[src/rtl/sem_pkg.sv]
package sem_pkg;

  // Address map (byte offsets)
  localparam int STATUS_OFFSET = 'h014;
  localparam int LOCK_BASE     = 'h800;
  localparam int LOCK_STRIDE   = 4;
  localparam int COUNT_LSB     = 24;
  localparam int LOCKS_PER_UNIT = 32;
  localparam int MAX_IDX_W     = 8;

  typedef enum logic [1:0] {
    ACC_IDLE = 2'd0,   // nothing that touches state or returns data
    ACC_TAKE = 2'd1,   // test-and-set read of a lock word
    ACC_FREE = 2'd2,   // release write (data zero) to a lock word
    ACC_STAT = 2'd3    // read of the status word
  } acc_kind_e;

  typedef struct packed {
    acc_kind_e              kind;
    logic [MAX_IDX_W-1:0]   idx;
  } acc_t;

endpackage

[src/rtl/sem_port_decode.sv]
module sem_port_decode
  import sem_pkg::*;
#(
  parameter int ADDR_W    = 12,
  parameter int DATA_W    = 32,
  parameter int NUM_LOCKS = 64
) (
  input  logic              rd,
  input  logic              wr,
  input  logic [ADDR_W-1:0] addr,
  input  logic [DATA_W-1:0] wdata,
  output acc_t              acc
);
  localparam int IDX_W    = $clog2(NUM_LOCKS);
  localparam int LOCK_END = LOCK_BASE + LOCK_STRIDE * NUM_LOCKS;

  logic              in_lock;
  logic              is_stat;
  logic [ADDR_W-1:0] offset;

  always_comb begin
    offset  = addr - ADDR_W'(LOCK_BASE);
    in_lock = (addr >= ADDR_W'(LOCK_BASE)) && (addr < ADDR_W'(LOCK_END))
              && (addr[1:0] == 2'b00);
    is_stat = (addr == ADDR_W'(STATUS_OFFSET));
    acc.idx  = MAX_IDX_W'(offset[IDX_W+1:2]);
    acc.kind = ACC_IDLE;
    if (rd) begin
      // a read takes precedence; a simultaneous write is dropped
      if (is_stat)      acc.kind = ACC_STAT;
      else if (in_lock) acc.kind = ACC_TAKE;
    end else if (wr && in_lock && (wdata == '0)) begin
      acc.kind = ACC_FREE;
    end
  end

endmodule

[src/rtl/sem_lock_array.sv]
module sem_lock_array
  import sem_pkg::*;
#(
  parameter int NUM_PORTS = 2,
  parameter int NUM_LOCKS = 64
) (
  input  logic                 clk,
  input  logic                 rst,
  input  acc_t                 acc      [NUM_PORTS],
  output logic [NUM_PORTS-1:0] old_bit,
  output logic [NUM_LOCKS-1:0] state_q
);
  localparam int IDX_W = $clog2(NUM_LOCKS);

  // view[p] is the lock state as seen by port p after ports 0..p-1 acted
  logic [NUM_LOCKS-1:0] view [NUM_PORTS+1];

  always_comb begin
    view[0] = state_q;
    for (int p = 0; p < NUM_PORTS; p++) begin
      view[p+1]  = view[p];
      old_bit[p] = view[p][acc[p].idx[IDX_W-1:0]];
      case (acc[p].kind)
        ACC_TAKE: view[p+1][acc[p].idx[IDX_W-1:0]] = 1'b1;
        ACC_FREE: view[p+1][acc[p].idx[IDX_W-1:0]] = 1'b0;
        default:  ;
      endcase
    end
  end

  always_ff @(posedge clk) begin
    if (rst) state_q <= '0;
    else     state_q <= view[NUM_PORTS];
  end

endmodule

[src/rtl/sem_read_port.sv]
module sem_read_port
  import sem_pkg::*;
#(
  parameter int DATA_W    = 32,
  parameter int NUM_LOCKS = 64
) (
  input  logic              clk,
  input  logic              rst,
  input  acc_t              acc,
  input  logic              old_bit,
  output logic [DATA_W-1:0] rdata
);
  localparam int          UNITS     = NUM_LOCKS / LOCKS_PER_UNIT;
  localparam [DATA_W-1:0] STAT_WORD = DATA_W'(UNITS) << COUNT_LSB;

  always_ff @(posedge clk) begin
    if (rst) begin
      rdata <= '0;
    end else begin
      case (acc.kind)
        ACC_TAKE: rdata <= DATA_W'(old_bit);
        ACC_STAT: rdata <= STAT_WORD;
        default:  rdata <= '0;
      endcase
    end
  end

endmodule

[src/rtl/hw_semaphore_bank.sv]
module hw_semaphore_bank
  import sem_pkg::*;
#(
  parameter int NUM_PORTS = 2,
  parameter int NUM_LOCKS = 64,
  parameter int ADDR_W    = 12,
  parameter int DATA_W    = 32
) (
  input  logic                        clk,
  input  logic                        rst,
  input  logic [NUM_PORTS-1:0]        bus_rd,
  input  logic [NUM_PORTS-1:0]        bus_wr,
  input  logic [NUM_PORTS*ADDR_W-1:0] bus_addr,
  input  logic [NUM_PORTS*DATA_W-1:0] bus_wdata,
  output logic [NUM_PORTS*DATA_W-1:0] bus_rdata
);
  localparam bit COUNT_OK = (NUM_LOCKS == 32) || (NUM_LOCKS == 64) ||
                            (NUM_LOCKS == 128) || (NUM_LOCKS == 256);

  generate
    if (!COUNT_OK) begin : g_bad_count
      $error("NUM_LOCKS must be 32, 64, 128 or 256");
    end
  endgenerate

  acc_t                 acc     [NUM_PORTS];
  logic [NUM_PORTS-1:0] old_bit;
  logic [NUM_LOCKS-1:0] lock_state;

  for (genvar p = 0; p < NUM_PORTS; p++) begin : g_port
    sem_port_decode #(
      .ADDR_W(ADDR_W), .DATA_W(DATA_W), .NUM_LOCKS(NUM_LOCKS)
    ) u_dec (
      .rd    (bus_rd[p]),
      .wr    (bus_wr[p]),
      .addr  (bus_addr[p*ADDR_W +: ADDR_W]),
      .wdata (bus_wdata[p*DATA_W +: DATA_W]),
      .acc   (acc[p])
    );

    sem_read_port #(
      .DATA_W(DATA_W), .NUM_LOCKS(NUM_LOCKS)
    ) u_rd (
      .clk     (clk),
      .rst     (rst),
      .acc     (acc[p]),
      .old_bit (old_bit[p]),
      .rdata   (bus_rdata[p*DATA_W +: DATA_W])
    );
  end

  sem_lock_array #(
    .NUM_PORTS(NUM_PORTS), .NUM_LOCKS(NUM_LOCKS)
  ) u_locks (
    .clk     (clk),
    .rst     (rst),
    .acc     (acc),
    .old_bit (old_bit),
    .state_q (lock_state)
  );

endmodule

[config.mk]
export PLATFORM = sky130hd
export DESIGN_NAME = hw_semaphore_bank
export DESIGN_NICKNAME = d
export VERILOG_FILES = /design/src/rtl/sem_pkg.sv /design/src/rtl/sem_port_decode.sv /design/src/rtl/sem_lock_array.sv /design/src/rtl/sem_read_port.sv /design/src/rtl/hw_semaphore_bank.sv
export SDC_FILE = /design/constraint.sdc
export NUM_CORES = 1
export LEC_CHECK = 0
export BUFFER_PORTS_ARGS = -buffer_cell sky130_fd_sc_hd__buf_2
export CORE_ASPECT_RATIO = 0.5
export CORE_MARGIN = 1.5
export CORE_UTILIZATION = 45
export CTS_CLUSTER_SIZE = 8
export DETAILED_ROUTE_END_ITERATION = 12
export PLACE_DENSITY_LB_ADDON = 0.2
export SYNTH_ARGS = -nofsm -noshare
export SYNTH_HDL_FRONTEND = slang
export SYNTH_SLANG_ARGS = --single-unit
[constraint.sdc]
create_clock -name clk -period 5.6 [get_ports clk]
set_input_delay 1.12 -clock clk [delete_from_list [all_inputs] [get_ports clk]]
set_output_delay 1.12 -clock clk [all_outputs]
set_load 0.02 [all_outputs]
==> impl_metrics.json <==
{
  "ys_top_cells_by_area": "dfxtp_1 (22%), a211oi_1 (8.1%), mux2i_1 (7.8%), buf_4 (7.6%), a21oi_1 (6.8%)",
  "synthTopCellsByCount": "a21oi_1 (85), nor2_1 (71), o21ai_0 (70), a211oi_1 (68), dfxtp_1 (68)",
  "worst_slack_ps": 599.9,
  "ys_seq_area_share_pct": 21.64,
  "cts-root-buf": "clkbuf_16",
  "dp_cells": 1071,
  "cap_violations": 0,
  "cts_setup_buffers": 0,
  "drv_slew": 0,
  "antenna_left": 0,
  "n_fill_cell": 1321,
  "arrival_ps": 5240,
  "synth_top_area_share_pct": 21.64,
  "die_w_um": 170.2,
  "min_period_ps": 5000,
  "firstDrtPassIters": 5,
  "grt_pass1_wl_um": 39680,
  "cpPeakStageDelay_ps": 690,
  "p_per_area_mw_per_mm2": 199.5,
  "place.gp.congestion": 0.9615,
  "grt_antenna_before_repair": 0,
  "wl_per_cell_um": 24.47,
  "switching_share_pct": 29.36,
  "slowest_stage": "nor4b_2",
  "syn_area_per_cell_sq_um": 7.533,
  "synth_ff_type": "dfxtp_1",
  "hp-class": "reg2reg",
  "cp_max_fo": 8,
  "ys_types": 71,
  "yosysMostFrequentCell": "a21oi_1",
  "holdBufCountCts": 0,
  "rsz0062_at_grt": "no",
  "final_layout_size_suffix_gt1_share_pct": 20.22,
  "path_delay_family": "simple AND/OR/NAND/NOR gates",
  "cts.sinks": 68,
  "dp_worst_setup_slack_ps": 356.6,
  "crit_top_cell": "o22ai_1",
  "grt_pass1_vias": 6456,
  "ir_worst_vdd_mv": 0.1477,
  "placementRows": 30,
  "tritoncts": "yes",
  "hold_viol": 0,
  "drtIter0Drc": 979,
  "cts_buffers": 9,
  "ioPinCount": 158,
  "timing.slew.headroom_pct": 13.58,
  "fmax_mhz": 200.0,
  "leakage_uw": 0.002651,
  "place_area_sq_mm": 0.006656,
  "track_usage_pct": 36.40,
  "start_kind": "input pin",
  "initial_core_util_pct": 46.29,
  "num_vias": 7069,
  "syn2layout_area_growth_pct": 11.40,
  "cp.required_ps": 5840,
  "outcome": "completed",
  "synth.largest_area_cell": "dfxtp_1",
  "mappedNetlistArea_sq_mm": 0.006290,
  "cts.reportedPaths.clkPinSlew_ps": 60,
  "stdcell_count": 1087,
  "syn-instance-count": 835,
  "whs_path_depth": 4,
  "stdcell_area_sq_mm": 0.007007,
  "synth-seq-cells": 68,
  "core_sq_mm": 0.01359,
  "critPathBufInv": 2,
  "synth_edf_count": 0,
  "crit_cells": 15,
  "worstPathCellList": "buf_2, or4_1, nor2_1, nand3_1, nor3_1, or2_2, ha_1, buf_4, nor4b_2, nand2_1, mux2i_1, o22ai_1, nor4_1, o22ai_1, o311a_1",
  "h-tree-depth": 3,
  "r2r.worst_path.cells": 5,
  "setup.worst_path.end_class": "flip-flop",
  "wirelength_um": 26600,
  "clk_path_buf_depth": 2,
  "p_clk_share_pct": 49.6,
  "grt_overflow": 0,
  "worstSetupPathType": "in2reg",
  "hpwlAfterDp_um": 17650,
  "finalSetupViolCount": 0,
  "drc_errors": 0,
  "portBuffers": 97,
  "viasPerCell": 6.503,
  "fin_skew_ps": 7.095,
  "yosysWarnings": 0,
  "finalNetCount": 988,
  "fin_setup_tns_ps": 0,
  "tightest_slew_ps": 1264,
  "dieArea_sq_mm": 0.01474,
  "cts_resized": 0,
  "internal-power_uw": 987.6,
  "grt_start_max_net_pins": 65,
  "die_h_um": 86.60,
  "antenna_cells": 0,
  "p_seq_share_pct": 34.6,
  "ys_async_sr_fraction_pct": 0,
  "p_switching_uw": 410.5,
  "p_comb_share_pct": 15.8,
  "insertion_delay_ps": 350,
  "finalCritPeriodShare_pct": 89.29
}
-- logic make-up (layout without fill, tap and decap cells) --
family	count (synthesis)	count (layout)	share of synthesized area (%)
AOI/OAI and AO/OA	303	303	30.32
DFF	68	68	21.64
other	1	60	0.05962
adders and majority gates	4	4	0.7957
muxes	62	62	10.96
buffers and inverters	145	146	13.01
and+or+nand+nor	252	252	23.21
-- final cells by class --
cell class                 count  area, sq um  share of cell area [%]
sequential                    68         1361                   19.43
tap                          192        240.2                   3.429
inverter                       7        26.28                  0.3750
timing repair buffer         123        680.7                   9.714
clock inverter                 6        111.4                   1.589
clock buffer                  10        239.0                   3.411
multi-input combinational    681         4348                   62.05
-- cells in the final DEF, fill, tap and decap left out, drive strengths merged, types with 6 or more instances in the layout --
master,instances
clkbuf,10
a21oi,85
o21ai,71
nand3b,7
a211oi,68
o22a,6
buf,123
o2bb2ai,6
mux2,9
nand2,50
nor2,71
conb,60
dfxtp,68
a22oi,19
inv,7
mux2i,49
a31oi,6
nand4,9
nand2b,15
nand3,18
a2111oi,9
nor4b,9
o22ai,20
nor4,19
nor3,11
-- power groups by stage --
stage | Clock (uW) | Sequential [uW] | Combinational (uW)
global placement | 0 | 495 | 209
floorplan | 0 | 495 | 155
finish | 694 | 484 | 220
CTS | 689 | 484 | 210
detailed placement | 0 | 495 | 209
global route | 709 | 484 | 228
-- flip-flops by register name, indices dropped and copies added, names as in the netlist --
name,cells
g_port.u_rd.rdata,4
u_locks.state_q,64
-- tightest hold or removal path, stage by stage (launching register included) --
cell and delay, ps:
dfxtp_1 320, nand2_1 60, a21oi_1 60, a21oi_1 120, a211oi_1 60
-- worst paths after layout --
kind                                           from                 endpoint  slack [ps]
worst max-delay path                    bus_addr[1]  g_port[1].u_rd.rdata[0]         600
worst min-delay path            u_locks.state_q[25]      u_locks.state_q[25]         670
worst max register to register   u_locks.state_q[0]  g_port[0].u_rd.rdata[0]        3220
worst min register to register  u_locks.state_q[25]      u_locks.state_q[25]         670
-- metal layers --
| layer | vias to the layer above | share of wire [%] | track usage, % |
|---|---|---|---|
| li1 | 3133 | - | - |
| met1 | 3241 | 41 | 48.76 |
| met2 | 616 | 40 | 53.24 |
| met3 | 79 | 16 | 13.70 |
| met4 | 0 | 3.4 | 13.11 |
| met5 | - | 0 | 0 |
-- through the flow --
step	hold WS (ps)	power, uW	utilization [%]
2_1_floorplan	602.8	649.4	-
3_5_place_dp	657.7	703.9	48.99
4_1_cts	664.8	1383	51.57
3_3_place_gp	643.7	704.0	48.99
6_report	666.8	1398	51.57
5_1_grt	723.2	1420	51.57
(Power assumes the default switching activity.)
